`src/rtl/gpm_pkg.sv`:
```
package gpm_pkg;

  typedef enum logic [1:0] {
    MODE_BW   = 2'b00,
    MODE_G4   = 2'b01,
    MODE_G16  = 2'b10,
    MODE_G16X = 2'b11
  } pix_mode_e;

  // reset content of a palette entry: an even ramp over the level range
  function automatic logic [4:0] entry_reset(input int unsigned i);
    return 5'(2 * i);
  endfunction

  // 4-bit code of a 16-gray pixel: idx 0 is the low nibble
  function automatic logic [3:0] code_g16(input logic [7:0] b, input logic [2:0] idx);
    return idx[0] ? b[7:4] : b[3:0];
  endfunction

  // 2-bit code of a 4-gray pixel: idx k takes bits 2k+1:2k
  function automatic logic [1:0] code_g4(input logic [7:0] b, input logic [2:0] idx);
    logic [7:0] sh;
    sh = b >> {idx[1:0], 1'b0};
    return sh[1:0];
  endfunction

  // one bit of a black/white pixel
  function automatic logic bit_bw(input logic [7:0] b, input logic [2:0] idx);
    return b[idx];
  endfunction

endpackage

```
`src/rtl/gpm_ctrl.sv`:
```
module gpm_ctrl #(
  parameter int DATA_W      = 8,
  parameter int PTR_RST_BIT = 5
) (
  input  logic              clk,
  input  logic              rst_n,
  input  logic              ctrl_wr,
  input  logic [DATA_W-1:0] wdata,
  output logic [DATA_W-1:0] ctrl_q,
  output logic              ptr_clr
);

  always_ff @(posedge clk or negedge rst_n) begin
    if (!rst_n) ctrl_q <= '0;
    else if (ctrl_wr) ctrl_q <= wdata;
  end

  // restart request: any control write leaving the restart bit low
  assign ptr_clr = ctrl_wr && !wdata[PTR_RST_BIT];

endmodule

```
`src/rtl/gpm_palette.sv`:
```
module gpm_palette #(
  parameter int ENTRIES = 16,
  parameter int LVL_W   = 5,
  parameter int DATA_W  = 8,
  localparam int PTR_W  = $clog2(ENTRIES)
) (
  input  logic                     clk,
  input  logic                     rst_n,
  input  logic                     wr_en,
  input  logic [DATA_W-1:0]        wr_data,
  input  logic                     ptr_clr,
  input  logic [PTR_W-1:0]         rd_idx,
  output logic [LVL_W-1:0]         rd_lvl,
  output logic [PTR_W-1:0]         wr_ptr,
  output logic [ENTRIES*LVL_W-1:0] flat
);
  localparam logic [PTR_W-1:0] LAST = PTR_W'(ENTRIES - 1);

  logic [LVL_W-1:0] ent [ENTRIES];

  for (genvar g = 0; g < ENTRIES; g++) begin : g_ent
    always_ff @(posedge clk or negedge rst_n) begin
      if (!rst_n) ent[g] <= LVL_W'(gpm_pkg::entry_reset(g));
      else if (wr_en && wr_ptr == PTR_W'(g)) ent[g] <= wr_data[LVL_W-1:0];
    end
    assign flat[g*LVL_W +: LVL_W] = ent[g];
  end

  always_ff @(posedge clk or negedge rst_n) begin
    if (!rst_n) wr_ptr <= '0;
    else if (ptr_clr) wr_ptr <= '0;
    else if (wr_en) wr_ptr <= (wr_ptr == LAST) ? '0 : wr_ptr + 1'b1;
  end

  assign rd_lvl = ent[rd_idx];

endmodule

```
`src/rtl/gpm_unpack.sv`:
```
module gpm_unpack #(
  parameter int DATA_W = 8,
  parameter int CODE_W = 4
) (
  input  logic [DATA_W-1:0] byte_in,
  input  logic [1:0]        mode,
  input  logic [2:0]        idx,
  output logic [CODE_W-1:0] code,
  output logic              is_bw,
  output logic              bw_bit
);
  import gpm_pkg::*;

  always_comb begin
    is_bw  = 1'b0;
    bw_bit = bit_bw(byte_in, idx);
    code   = '0;
    unique case (pix_mode_e'(mode))
      MODE_BW:            is_bw = 1'b1;
      MODE_G4:            code  = CODE_W'(code_g4(byte_in, idx));
      MODE_G16, MODE_G16X: code = CODE_W'(code_g16(byte_in, idx));
      default:            code  = '0;
    endcase
  end

endmodule

```
`src/rtl/gray_palette_mapper.sv`:
```
module gray_palette_mapper #(
  parameter int ENTRIES     = 16,
  parameter int LVL_W       = 5,
  parameter int DATA_W      = 8,
  parameter int PTR_RST_BIT = 5
) (
  input  logic              clk,
  input  logic              rst_n,
  input  logic              cfg_we,
  input  logic              cfg_sel,
  input  logic [DATA_W-1:0] cfg_wdata,
  output logic [DATA_W-1:0] ctrl_rdata,
  input  logic [DATA_W-1:0] pix_byte,
  input  logic [1:0]        pix_mode,
  input  logic [2:0]        pix_idx,
  output logic [LVL_W-1:0]  gray_out
);
  localparam int PTR_W = $clog2(ENTRIES);
  localparam logic [LVL_W-1:0] LVL_MAX = '1;

  // named internal events for the checker
  logic                     pal_wr;
  logic                     ctrl_wr;
  logic                     ptr_clr;
  logic [PTR_W-1:0]         wr_ptr;
  logic [ENTRIES*LVL_W-1:0] pal_flat;
  logic [PTR_W-1:0]         code;
  logic                     is_bw;
  logic                     bw_bit;
  logic [LVL_W-1:0]         pal_lvl;
  logic [LVL_W-1:0]         lvl_next;

  assign pal_wr  = cfg_we &&  cfg_sel;
  assign ctrl_wr = cfg_we && !cfg_sel;

  gpm_ctrl #(.DATA_W(DATA_W), .PTR_RST_BIT(PTR_RST_BIT)) u_ctrl (
    .clk(clk), .rst_n(rst_n), .ctrl_wr(ctrl_wr), .wdata(cfg_wdata),
    .ctrl_q(ctrl_rdata), .ptr_clr(ptr_clr)
  );

  gpm_palette #(.ENTRIES(ENTRIES), .LVL_W(LVL_W), .DATA_W(DATA_W)) u_pal (
    .clk(clk), .rst_n(rst_n), .wr_en(pal_wr), .wr_data(cfg_wdata),
    .ptr_clr(ptr_clr), .rd_idx(code), .rd_lvl(pal_lvl),
    .wr_ptr(wr_ptr), .flat(pal_flat)
  );

  gpm_unpack #(.DATA_W(DATA_W), .CODE_W(PTR_W)) u_unp (
    .byte_in(pix_byte), .mode(pix_mode), .idx(pix_idx),
    .code(code), .is_bw(is_bw), .bw_bit(bw_bit)
  );

  assign lvl_next = is_bw ? (bw_bit ? LVL_MAX : '0) : pal_lvl;

  always_ff @(posedge clk or negedge rst_n) begin
    if (!rst_n) gray_out <= '0;
    else        gray_out <= lvl_next;
  end

endmodule

```
`config.mk`:
```
export PLATFORM = sky130hd
export DESIGN_NAME = gray_palette_mapper
export DESIGN_NICKNAME = d
export VERILOG_FILES = /design/src/rtl/gpm_pkg.sv /design/src/rtl/gpm_ctrl.sv /design/src/rtl/gpm_palette.sv /design/src/rtl/gpm_unpack.sv /design/src/rtl/gray_palette_mapper.sv
export SDC_FILE = /design/constraint.sdc
export NUM_CORES = 1
export LEC_CHECK = 0
export ABC_AREA = 0
export BUFFER_PORTS_ARGS = -buffer_cell sky130_fd_sc_hd__buf_2
export CAP_MARGIN = 0
export CORE_ASPECT_RATIO = 1.4
export CORE_MARGIN = 4
export CORE_UTILIZATION = 35
export DETAILED_ROUTE_END_ITERATION = 10
export SYNTH_ARGS = -nofsm -noshare
export SYNTH_HDL_FRONTEND = slang
export SYNTH_SLANG_ARGS = --single-unit
```
`constraint.sdc`:
```
create_clock -name clk -period 2 [get_ports clk]
set_clock_uncertainty 0.05 [all_clocks]
set_input_delay 0.2 -clock clk [delete_from_list [all_inputs] [get_ports clk]]
set_output_delay 0.2 -clock clk [all_outputs]
set_load 0.05 [all_outputs]
```
==> run summary, run 1 <==
POWER AND IR DROP
---------------------------------------------------------------------------------------
Leakage power ............................................................     2.602 nW
Peak VDD IR ..............................................................    0.4350 mV
Total design power .......................................................     6.280 mW
PD cells .................................................................  1101 nW/um2

FLOORPLANNING
---------------------------------------------------------------------------------------
Die area .................................................................    15680 um2
Die Width ................................................................     107.0 um
Initial standard-cell utilization of the core ............................       35.86%
Core Area ................................................................    13390 um2
Vert. Die Dim ............................................................     146.6 um
Site row count ...........................................................           50
I/O pins .................................................................           38

YOSYS
---------------------------------------------------------------------------------------
Combinational family with the most area after synthesis .................. multiplexers
Synthesized-area fraction occupied by adder cells ........................       1.042%
Synthesized area per cell ................................................    13.23 um2
Distinct cell type count of the synthesized netlist ......................           45
Dominant cell by count in the synthesized netlist ........................ sky130_fd_sc_hd__mux2_2
Total standard cell area after synthesis .................................     4801 um2
Dominant synthesized flop cell ........................................... sky130_fd_sc_hd__dfrtp_1
Sequential area share after synthesis ....................................       51.39%
Top cells by area, synth ................................................. sky130_fd_sc_hd__dfrtp_1 (34%), sky130_fd_sc_hd__mux2_2 (23%), sky130_fd_sc_hd__dfstp_2 (18%)
Synth area leader ........................................................ sky130_fd_sc_hd__dfrtp_1
Synth Net Count ..........................................................          392
Ys async rst share .......................................................       100.0%
Warnings from Yosys ......................................................            0
Simple logic cell fraction of the synthesized area .......................       5.734%
Most common library cells after synthesis ................................ sky130_fd_sc_hd__mux2_2 (98), sky130_fd_sc_hd__dfrtp_1 (65), sky130_fd_sc_hd__dfstp_2 (32), sky130_fd_sc_hd__nand2_1 (28), sky130_fd_sc_hd__mux2i_1 (26)
Number of instances in the synthesized netlist ...........................          363
FF+latch count, synth ....................................................           97
Portion of synthesized cell area occupied by the leading cell type .......       33.88%
Post-synth EDFFs .........................................................            0
Post-synthesis xor/xnor area fraction ....................................           0%
Post-synthesis compound-gate area fraction ...............................       7.428%
Multiplexer share of the synthesized area ................................       31.85%

LAYOUT
---------------------------------------------------------------------------------------
Filler Cells Inserted ....................................................         1291
Fraction of final layout cells with drive strength greater than 1 ........       50.59%
N_diodes .................................................................            0
Area Growth Syn to Fin ...................................................       18.76%
Final net count ..........................................................          451
Final core utilization ...................................................       42.59%
Post-route design area ...................................................     5702 um2

TIMING
---------------------------------------------------------------------------------------
Count of pins over their slew limit ......................................            0
Post-route minimum period ................................................     1.872 ns
Final hold violation count ...............................................            0
Worst-Margin Slew ........................................................    0.6115 ns
Worst max-slew margin expressed relative to the limit ....................       58.92%
Count of endpoints failing setup in the final report .....................            0
Maximum clock frequency ..................................................    534.3 MHz
Final-layout setup total negative slack ..................................         0 ns
Share of the cycle needed by the critical path after routing .............       93.59%
Unrepaired setup endpoints after global routing ..........................        false

WORST HOLD PATH
---------------------------------------------------------------------------------------
Count of cells along the worst hold path .................................            2
Hold endpoint ............................................................ u_ctrl.ctrl_q[6]
Class of the most critical hold timing path .............................. input port to register
Source of the worst hold timing path ..................................... cfg_wdata[6]

JOB
---------------------------------------------------------------------------------------
Count of maximum capacitance violations ..................................            0

CLOCKING
---------------------------------------------------------------------------------------
Number of clock buffers inserted by TritonCTS ............................            9
Level count of the clock H-tree ..........................................            3
Largest buffer count on any clock path ...................................            2
Clock tree from TritonCTS ................................................          yes
Register clock-pin slew on the reported worst setup and hold paths .......      0.06 ns
Sinks on Clock Net .......................................................           97
Root buffer cell ......................................................... sky130_fd_sc_hd__clkbuf_16
Clock latency of the later-clocked register in the worst-skew pair .......      0.34 ns

PLACEMENT
---------------------------------------------------------------------------------------
Port Buffers .............................................................           37
RePlAce Congestion .......................................................       0.8715
Dpl hpwl .................................................................      8392 um
Area after detailed placement ............................................     5373 um2

WORST SETUP PATH
---------------------------------------------------------------------------------------
Data arrival time of the critical path ...................................      2.06 ns
Worst Path Class, Setup .................................................. input port to register
Setup slack of the worst register-to-register path .......................      0.36 ns
Worst reg2reg path endpoint .............................................. u_pal.flat[35]
Top fanout value on the critical path ....................................           12
WP data required .........................................................      2.19 ns
Startpoint of the lowest-slack register-to-register path ................. u_pal.wr_ptr[2]
Critical Path Start Type .................................................   input port
Worst Reg2Reg Path Length in Cells .......................................            4
Critical path capture point type .........................................     register

DETAILED ROUTING
---------------------------------------------------------------------------------------
Number of violations reported at the end of detailed-routing iteration 0 .          154
First-pass iteration count of the detailed router ........................            4
Via-per-instance ratio ...................................................        5.161
Mean routed wirelength per cell ..........................................     18.40 um
DRC violation count after routing ........................................            0
Total length of routed wires .............................................     11210 um
Final antenna-violating net count ........................................            0
Total via count after detailed routing ...................................         3143

GLOBAL ROUTE
---------------------------------------------------------------------------------------
Antenna violations before repair .........................................            0
First-pass GRT wire length ...............................................     18620 um
Vias in the first global route ...........................................         3389
Maximum number of pins on one net before global-route repair .............           46
Global routing usage summed across all routing layers ....................       15.31%
Total grt overflow .......................................................            0

STATUS
---------------------------------------------------------------------------------------
Outcome .................................................................. complete, no violations

-- worst max-delay path: stages --
cell and delay [ns]:
sky130_fd_sc_hd__buf_2 0.17, sky130_fd_sc_hd__mux2_1 0.35, sky130_fd_sc_hd__a32oi_1 0.20, sky130_fd_sc_hd__and3_1 0.24
sky130_fd_sc_hd__buf_12 0.15, sky130_fd_sc_hd__mux2_2 0.33, sky130_fd_sc_hd__a32o_1 0.20, sky130_fd_sc_hd__o31ai_1 0.22
-- layout make-up --
type,instances,area (um2),area share (%)
inverters,10,37.54,0.6583
flip-flops and latches,97,2467,43.27
well taps,182,227.7,3.994
clock buffers,11,232.7,4.082
clock inverters,5,81.33,1.426
repair buffers,63,435.4,7.637
multi-input cells,241,2220,38.93
-- kinds of logic (layout without fill, tap and decap cells) --
kind of cell | after synthesis | in the layout
flops | 97 | 97
buf+inv | 25 | 89
compound gates | 46 | 46
simple gates | 59 | 59
fa+ha+maj | 4 | 4
mux | 132 | 132
-- cells in the final DEF, fill, tap and decap left out, types with 3 or more instances in the layout --
master	Yosys	final
sky130_fd_sc_hd__mux2_2	98	97
sky130_fd_sc_hd__dfrtp_1	65	65
sky130_fd_sc_hd__buf_2	2	36
sky130_fd_sc_hd__dfstp_2	32	32
sky130_fd_sc_hd__nand2_1	28	28
sky130_fd_sc_hd__mux2i_1	26	26
sky130_fd_sc_hd__buf_4	3	22
sky130_fd_sc_hd__o21ai_0	10	10
sky130_fd_sc_hd__inv_1	9	9
sky130_fd_sc_hd__nor2_1	9	9
sky130_fd_sc_hd__clkbuf_16	0	9
sky130_fd_sc_hd__a32o_1	7	7
sky130_fd_sc_hd__o211ai_1	6	6
sky130_fd_sc_hd__nand3_1	5	5
sky130_fd_sc_hd__mux4_2	5	5
sky130_fd_sc_hd__a21oi_1	4	4
sky130_fd_sc_hd__a221oi_1	4	4
sky130_fd_sc_hd__o31ai_1	4	4
sky130_fd_sc_hd__ha_1	4	4
sky130_fd_sc_hd__buf_12	0	4
sky130_fd_sc_hd__nor3_1	4	3
-- state kept, by name (all words and copies together) (netlist names) --
register	cells
gray_out	5
u_ctrl.ctrl_q	8
u_pal.flat	80
u_pal.wr_ptr	4
-- power by group --
part	total, mW	switching [mW]	internal [mW]
sequential	2.90	0.305	2.60
clock	1.82	0.722	1.10
combinational	1.56	0.786	0.772
-- worst max path at each step --
| stage | startpoint | cells past startpoint | to | slack (ns) |
|---|---|---|---|---|
| floorplan | pix_idx[0] | 9 | gray_out[2] | 0.02 |
| global placement | pix_idx[1] | 8 | gray_out[4] | -0.17 |
| detailed placement | pix_idx[1] | 7 | gray_out[4] | -0.20 |
| CTS | u_pal.wr_ptr[2] | 4 | u_pal.flat[35] | 0.15 |
| global route | pix_idx[1] | 8 | gray_out[2] | 0.01 |
| finish | pix_idx[1] | 8 | gray_out[4] | 0.13 |
-- through the flow --
stage / cells / setup slack, ns / hold WS, ns
floorplan: 363 / 0.02167 / -0.1456
global placement: 592 / -0.1742 / 0.08546
global route: 609 / 0.01498 / 0.04699
CTS: 609 / 0.1496 / 0.03419
finish: 609 / 0.1282 / 0.04576
detailed placement: 592 / -0.2000 / 0.08851
-- per-layer routing --
layer / GRT usage (%) / vias up / share of wire (%)
li1: - / 1471 / -
met1: 18.92 / 1586 / 42
met2: 26.51 / 72 / 52
met3: 2.875 / 14 / 3.2
met4: 5.438 / 0 / 2.0
met5: 0 / - / 0
-- what timing repair did --
item | 4_1_cts | 5_1_grt
resized for setup | 0 | 1
setup endpoints to repair | 0 | 15
hold endpoints to repair | 18 | 0
buffers inserted | 0 | 0
hold buffers | 1 | 0
Note: power is estimated with default switching activity, not from simulation.
==> run 2: changes to the inputs <==
--- a/config.mk
+++ b/config.mk
@@ -12,6 +12,7 @@
 export CORE_MARGIN = 4
 export CORE_UTILIZATION = 35
 export DETAILED_ROUTE_END_ITERATION = 10
+export RECOVER_POWER = 25
 export SYNTH_ARGS = -nofsm -noshare
 export SYNTH_HDL_FRONTEND = slang
 export SYNTH_SLANG_ARGS = --single-unit
==> run 2 against run 1 <==
- sequential share of layout area is 0.12 points higher
- critical path depth unchanged
- utilization shrank 0.12 points
- maximum frequency is 0.17% higher
- first-iteration DRC count down 12%
- combinational power hardly changed
- non-clock buffer count stayed put
- sequential power about the same
- global-route usage unchanged
- critical path type unchanged
- highest routed layer unchanged
==> run summary, run 2 (synthesized netlist as in run 1, its figures left out) <==
STATUS
---------------------------------------------------------------------------------------
Outcome .................................................................. complete, no violations

WORST SETUP PATH
---------------------------------------------------------------------------------------
Critical path capture point type .........................................     register
WP data required .........................................................      2.19 ns
Top fanout value on the critical path ....................................           12
Worst Reg2Reg Path Length in Cells .......................................            4
Worst Path Class, Setup .................................................. input port to register
Data arrival time of the critical path ...................................      2.06 ns
Critical Path Start Type .................................................   input port

FLOORPLANNING
---------------------------------------------------------------------------------------
I/O pins .................................................................           38
Die Width ................................................................     107.0 um
Initial standard-cell utilization of the core ............................       35.86%
Core Area ................................................................    13390 um2
Vert. Die Dim ............................................................     146.6 um
Die area .................................................................    15680 um2
Site row count ...........................................................           50

DETAILED ROUTING
---------------------------------------------------------------------------------------
DRC violation count after routing ........................................            0
Number of violations reported at the end of detailed-routing iteration 0 .          135
Final antenna-violating net count ........................................            0
First-pass iteration count of the detailed router ........................            4
Total length of routed wires .............................................     11230 um
Total via count after detailed routing ...................................         3121
Mean routed wirelength per cell ..........................................     18.44 um
Via-per-instance ratio ...................................................        5.125

CLOCKING
---------------------------------------------------------------------------------------
Sinks on Clock Net .......................................................           97
Level count of the clock H-tree ..........................................            3
Largest buffer count on any clock path ...................................            2
Clock latency of the later-clocked register in the worst-skew pair .......      0.34 ns
Number of clock buffers inserted by TritonCTS ............................            9
Root buffer cell ......................................................... sky130_fd_sc_hd__clkbuf_16
Register clock-pin slew on the reported worst setup and hold paths .......      0.06 ns
Post-CTS repair timing setup buffer count ................................            0
Clock tree from TritonCTS ................................................          yes

PLACEMENT
---------------------------------------------------------------------------------------
Dpl hpwl .................................................................      8392 um
Post-place setup slack ...................................................   -0.2000 ns
Port Buffers .............................................................           37
RePlAce Congestion .......................................................       0.8715
Placed Cells incl. Taps ..................................................          592

POWER AND IR DROP
---------------------------------------------------------------------------------------
PD cells .................................................................  1103 nW/um2
Total design power .......................................................     6.274 mW
Relative contribution of the clock network to total power ................        28.9%
Internal power contribution ..............................................     4.463 mW
Sw Pwr ...................................................................     1.810 mW
Peak VDD IR ..............................................................    0.4372 mV
Share of power burned in combinational logic .............................        24.8%
Switching portion of total power .........................................       28.86%
Leakage power ............................................................     2.594 nW
Portion of total power attributed to sequential cells ....................        46.3%

GLOBAL ROUTE
---------------------------------------------------------------------------------------
First-pass GRT wire length ...............................................     18620 um
Total grt overflow .......................................................            0
Antenna violations before repair .........................................            0
Maximum number of pins on one net before global-route repair .............           46
Met2 track demand over resource ..........................................       26.51%
Global routing usage summed across all routing layers ....................       15.31%
Global routing usage on met1 .............................................       18.92%
Met3 Usage GRT ...........................................................       2.875%
Vias in the first global route ...........................................         3389
Top Usage Layer GRT ......................................................         met2

TIMING
---------------------------------------------------------------------------------------
Setup slack of the critical path after layout ............................    0.1314 ns
Count of pins over their slew limit ......................................            0
Unrepaired setup endpoints after global routing ..........................        false
Final hold violation count ...............................................            0
Post-route minimum period ................................................     1.869 ns
Share of the cycle needed by the critical path after routing .............       93.43%
Worst max-slew margin expressed relative to the limit ....................       56.23%
Maximum clock frequency ..................................................    535.2 MHz
Count of endpoints failing setup in the final report .....................            0
Worst-Margin Slew ........................................................    0.6565 ns
Hold WS ..................................................................   0.04441 ns

LAYOUT
---------------------------------------------------------------------------------------
Area Growth Syn to Fin ...................................................       18.43%
Number of flip-flops under the largest register name .....................           80
Filler-free cell count of the finished design ............................          609
Most frequent standard cell in the layout excluding fill and tap cells ... sky130_fd_sc_hd__mux2_2
N_diodes .................................................................            0
Top library cells by usage in the layout, fill and taps aside ............ sky130_fd_sc_hd__mux2_2 (97), sky130_fd_sc_hd__dfrtp_1 (65), sky130_fd_sc_hd__buf_2 (35), sky130_fd_sc_hd__dfstp_2 (32), sky130_fd_sc_hd__nand2_1 (28)
Fraction of final layout cells with drive strength greater than 1 ........       50.35%
Final net count ..........................................................          451

WORST HOLD PATH
---------------------------------------------------------------------------------------
Class of the most critical hold timing path .............................. input port to register
Count of cells along the worst hold path .................................            2

JOB
---------------------------------------------------------------------------------------
Count of maximum capacitance violations ..................................            0

run 2: changes by cell type in the layout (fill, tap and decap cells not counted), sizes merged:
cell / previous run / this run
buf: 62 / 59
clkbuf: 11 / 14
run 2: per-layer routing:
metal / routed length, um / vias up
li1: - / 1469
met1: 4751 / 1566
met2: 5866 / 69
met3: 345 / 17
met4: 265 / 0
met5: 0 / -
run 2: worst paths after layout:
kind | start | to | slack [ns]
worst min-delay path | cfg_wdata[6] | u_ctrl.ctrl_q[6] | 0.04
worst max-delay path | pix_idx[1] | gray_out[4] | 0.13
max in group asynchronous | rst_n | u_pal.wr_ptr[3] | 0.38
min in group asynchronous | rst_n | u_pal.flat[53] | 0.37
worst max register to register | u_pal.wr_ptr[2] | u_pal.flat[35] | 0.36
worst min register to register | u_ctrl.ctrl_q[0] | u_ctrl.ctrl_q[0] | 0.45
run 2: area by class of cell:
| cell class | instances | area, um2 |
|---|---|---|
| Clock inverter | 5 | 81.33 |
| Tap cell | 182 | 227.7 |
| Timing Repair Buffer | 63 | 419.2 |
| Sequential cell | 97 | 2467 |
| Fill cell | 1293 | 7702 |
| Inverter | 10 | 37.54 |
| Multi-Input combinational cell | 241 | 2220 |
| Clock buffer | 11 | 232.7 |
run 2: worst max-delay path, cell delays in order:
cell and delay [ns]:
sky130_fd_sc_hd__buf_2 0.17, sky130_fd_sc_hd__mux2_1 0.35, sky130_fd_sc_hd__a32oi_1 0.20, sky130_fd_sc_hd__and3_1 0.24
sky130_fd_sc_hd__buf_12 0.15, sky130_fd_sc_hd__mux2_2 0.33, sky130_fd_sc_hd__a32o_1 0.20, sky130_fd_sc_hd__o31ai_1 0.22
run 2: metrics by stage:
stage | util, % | TNS (ns) | cell area, um2
global placement | 40.13 | -0.6343 | 5373
floorplan | - | 0 | 4807
CTS | 42.55 | 0 | 5697
global route | 42.47 | 0 | 5685
finish | 42.47 | 0 | 5685
detailed placement | 40.13 | -0.7850 | 5373
run 2: power by group through the flow:
stage	clock network, mW	registers [mW]	logic, mW
6_report	1.82	2.90	1.55
5_1_grt	1.95	2.97	1.70
4_1_cts	1.86	2.90	1.58
3_5_place_dp	0	2.94	1.57
3_3_place_gp	0	2.91	1.53
2_1_floorplan	0	3.00	0.963
run 2: repair_timing:
action / 4_1_cts / 5_1_grt
resized for setup: 0 / 1
setup endpoints to repair: 0 / 15
hold buffers: 1 / 0
hold endpoints to repair: 18 / 0
==> run 3: changes to the inputs <==
--- a/config.mk
+++ b/config.mk
@@ -6,7 +6,7 @@
 export NUM_CORES = 1
 export LEC_CHECK = 0
 export ABC_AREA = 0
-export BUFFER_PORTS_ARGS = -buffer_cell sky130_fd_sc_hd__buf_2
+export BUFFER_PORTS_ARGS = -buffer_cell sky130_fd_sc_hd__buf_4
 export CAP_MARGIN = 0
 export CORE_ASPECT_RATIO = 1.4
 export CORE_MARGIN = 4
==> run 3 against run 2 <==
- non-clock buffer count decreased by 3
- die area unchanged
- power increased by 1.0%
- critical path depth unchanged
- critical path type unchanged
- critical endpoint is now gray_out[2]
==> run summary, run 3 (synthesized netlist as in run 1, its figures left out) <==
STATUS
---------------------------------------------------------------------------------------
Outcome .................................................................. complete, no violations

DETAILED ROUTING
---------------------------------------------------------------------------------------
Via-per-instance ratio ...................................................        5.180
DRC violation count after routing ........................................            0
Final antenna-violating net count ........................................            0
Total length of routed wires .............................................     11130 um
Mean routed wirelength per cell ..........................................     18.37 um
Number of violations reported at the end of detailed-routing iteration 0 .          145
First-pass iteration count of the detailed router ........................            4
Total via count after detailed routing ...................................         3139

PLACEMENT
---------------------------------------------------------------------------------------
Placed Cells incl. Taps ..................................................          589
RePlAce Congestion .......................................................       0.8293
Port Buffers .............................................................           37
Dpl hpwl .................................................................      8164 um

TIMING
---------------------------------------------------------------------------------------
Hold WS ..................................................................   0.04505 ns
Count of pins over their slew limit ......................................            0
Post-route minimum period ................................................     1.800 ns
Maximum clock frequency ..................................................    555.6 MHz
Share of the cycle needed by the critical path after routing .............       90.00%
Worst max-slew margin expressed relative to the limit ....................       12.20%
Count of endpoints failing setup in the final report .....................            0
Worst-Margin Slew ........................................................     1.317 ns
Unrepaired setup endpoints after global routing ..........................        false
Final hold violation count ...............................................            0

CLOCKING
---------------------------------------------------------------------------------------
Sinks on Clock Net .......................................................           97
Level count of the clock H-tree ..........................................            3
Post-CTS repair timing setup buffer count ................................            0
Largest buffer count on any clock path ...................................            2
Root buffer cell ......................................................... sky130_fd_sc_hd__clkbuf_16
Register clock-pin slew on the reported worst setup and hold paths .......      0.07 ns
Clock tree from TritonCTS ................................................          yes
Clock latency of the later-clocked register in the worst-skew pair .......      0.34 ns
Gates resized, CTS repair ................................................            0
Number of clock buffers inserted by TritonCTS ............................            9
Post-cts hold buffer count ...............................................            1

WORST HOLD PATH
---------------------------------------------------------------------------------------
Source of the worst hold timing path ..................................... cfg_wdata[7]
Class of the most critical hold timing path .............................. input port to register

FLOORPLANNING
---------------------------------------------------------------------------------------
Die area .................................................................    15680 um2
Site row count ...........................................................           50
Die Width ................................................................     107.0 um
Initial standard-cell utilization of the core ............................       35.86%
I/O pins .................................................................           38
Core Area ................................................................    13390 um2
Vert. Die Dim ............................................................     146.6 um

GLOBAL ROUTE
---------------------------------------------------------------------------------------
Total grt overflow .......................................................            0
First-pass GRT wire length ...............................................     18170 um
Vias in the first global route ...........................................         3280
Maximum number of pins on one net before global-route repair .............           98
Antenna violations before repair .........................................            0
Global routing usage summed across all routing layers ....................       15.05%

LAYOUT
---------------------------------------------------------------------------------------
Number of flip-flops under the largest register name .....................           80
Filler Cells Inserted ....................................................         1292
Most frequent standard cell in the layout excluding fill and tap cells ... sky130_fd_sc_hd__mux2_2
Area Growth Syn to Fin ...................................................       20.12%
Final net count ..........................................................          448
Top library cells by usage in the layout, fill and taps aside ............ sky130_fd_sc_hd__mux2_2 (97), sky130_fd_sc_hd__dfrtp_1 (65), sky130_fd_sc_hd__buf_4 (52), sky130_fd_sc_hd__dfstp_2 (32), sky130_fd_sc_hd__nand2_1 (28)
Fraction of final layout cells with drive strength greater than 1 ........       50.00%
Filler-free cell count of the finished design ............................          606
N_diodes .................................................................            0

POWER AND IR DROP
---------------------------------------------------------------------------------------
PD cells .................................................................  1099 nW/um2
Sw Pwr ...................................................................     1.826 mW
Internal power contribution ..............................................     4.513 mW
Relative contribution of the clock network to total power ................        29.2%
Peak VDD IR ..............................................................    0.7289 mV
Switching portion of total power .........................................       28.80%
Leakage power ............................................................     2.619 nW
Share of power burned in combinational logic .............................        24.8%
Portion of total power attributed to sequential cells ....................        46.1%

WORST SETUP PATH
---------------------------------------------------------------------------------------
Worst Reg2Reg Path Length in Cells .......................................            3
Critical path capture point type .........................................     register
Top fanout value on the critical path ....................................            8
WP data required .........................................................      2.19 ns
Worst Path Class, Setup .................................................. input port to register
Worst reg2reg path endpoint .............................................. u_pal.flat[9]
Data arrival time of the critical path ...................................      1.99 ns
Worst setup startpoint ...................................................   pix_idx[1]
Critical Path Start Type .................................................   input port
Capturing element of the worst setup path ................................  gray_out[2]
Setup slack of the worst register-to-register path .......................      0.29 ns
Startpoint of the lowest-slack register-to-register path ................. u_pal.wr_ptr[2]

JOB
---------------------------------------------------------------------------------------
Count of maximum capacitance violations ..................................            0

run 3: cell type report:
class | instances | area (um2) | share of cell area [%]
clock inverters | 6 | 91.34 | 1.584
repair buffers | 60 | 499.2 | 8.657
clock buffers | 10 | 229.0 | 3.971
well taps | 182 | 227.7 | 3.949
inverters | 10 | 37.54 | 0.6509
flip-flops and latches | 97 | 2467 | 42.79
multi-input cells | 241 | 2215 | 38.40
run 3: critical path, cell delays in order:
cell                      delay [ns]
sky130_fd_sc_hd__buf_4          0.13
sky130_fd_sc_hd__mux2_1         0.30
sky130_fd_sc_hd__a32oi_1        0.19
sky130_fd_sc_hd__and3_1         0.25
sky130_fd_sc_hd__buf_12         0.14
sky130_fd_sc_hd__mux2_2         0.33
sky130_fd_sc_hd__a32o_1         0.20
sky130_fd_sc_hd__o31ai_1        0.24
run 3: worst min path at each step:
stage,to,depth (start not counted)
CTS,u_ctrl.ctrl_q[7],2
global placement,u_pal.flat[8],2
detailed placement,u_pal.flat[8],2
global route,u_ctrl.ctrl_q[7],2
finish,u_ctrl.ctrl_q[7],2
floorplan,gray_out[0],0
run 3: power groups by stage:
stage,Sequential [mW],Combinational [mW],Clock (mW)
after floorplan,3.00,0.963,0
after global placement,2.94,1.55,0
after detailed placement,2.95,1.60,0
after CTS,2.92,1.60,1.90
after global routing,2.98,1.71,1.98
final,2.92,1.57,1.85
run 3: metrics by stage:
stage                     area [um2]  setup WS (ns)  util, %  power [mW]  TNS, ns
after global placement          5453        -0.1213    40.73       4.488  -0.4034
after global routing            5767        0.03455    43.07       6.673        0
after CTS                       5783         0.2108    43.20       6.414        0
after floorplan                 4807        0.02167        -       3.959        0
after detailed placement        5453        -0.1474    40.73       4.547  -0.5344
final                           5767         0.2001    43.07       6.339        0
run 3: metal layers:
metal  up-vias  global-route usage (%)  wire length (um)
met5         -                       0                 0
met4         0                   5.630               288
met3        15                   2.919               367
met2        55                   26.54              5904
met1      1607                   17.97              4568
li1       1462                       -                 -
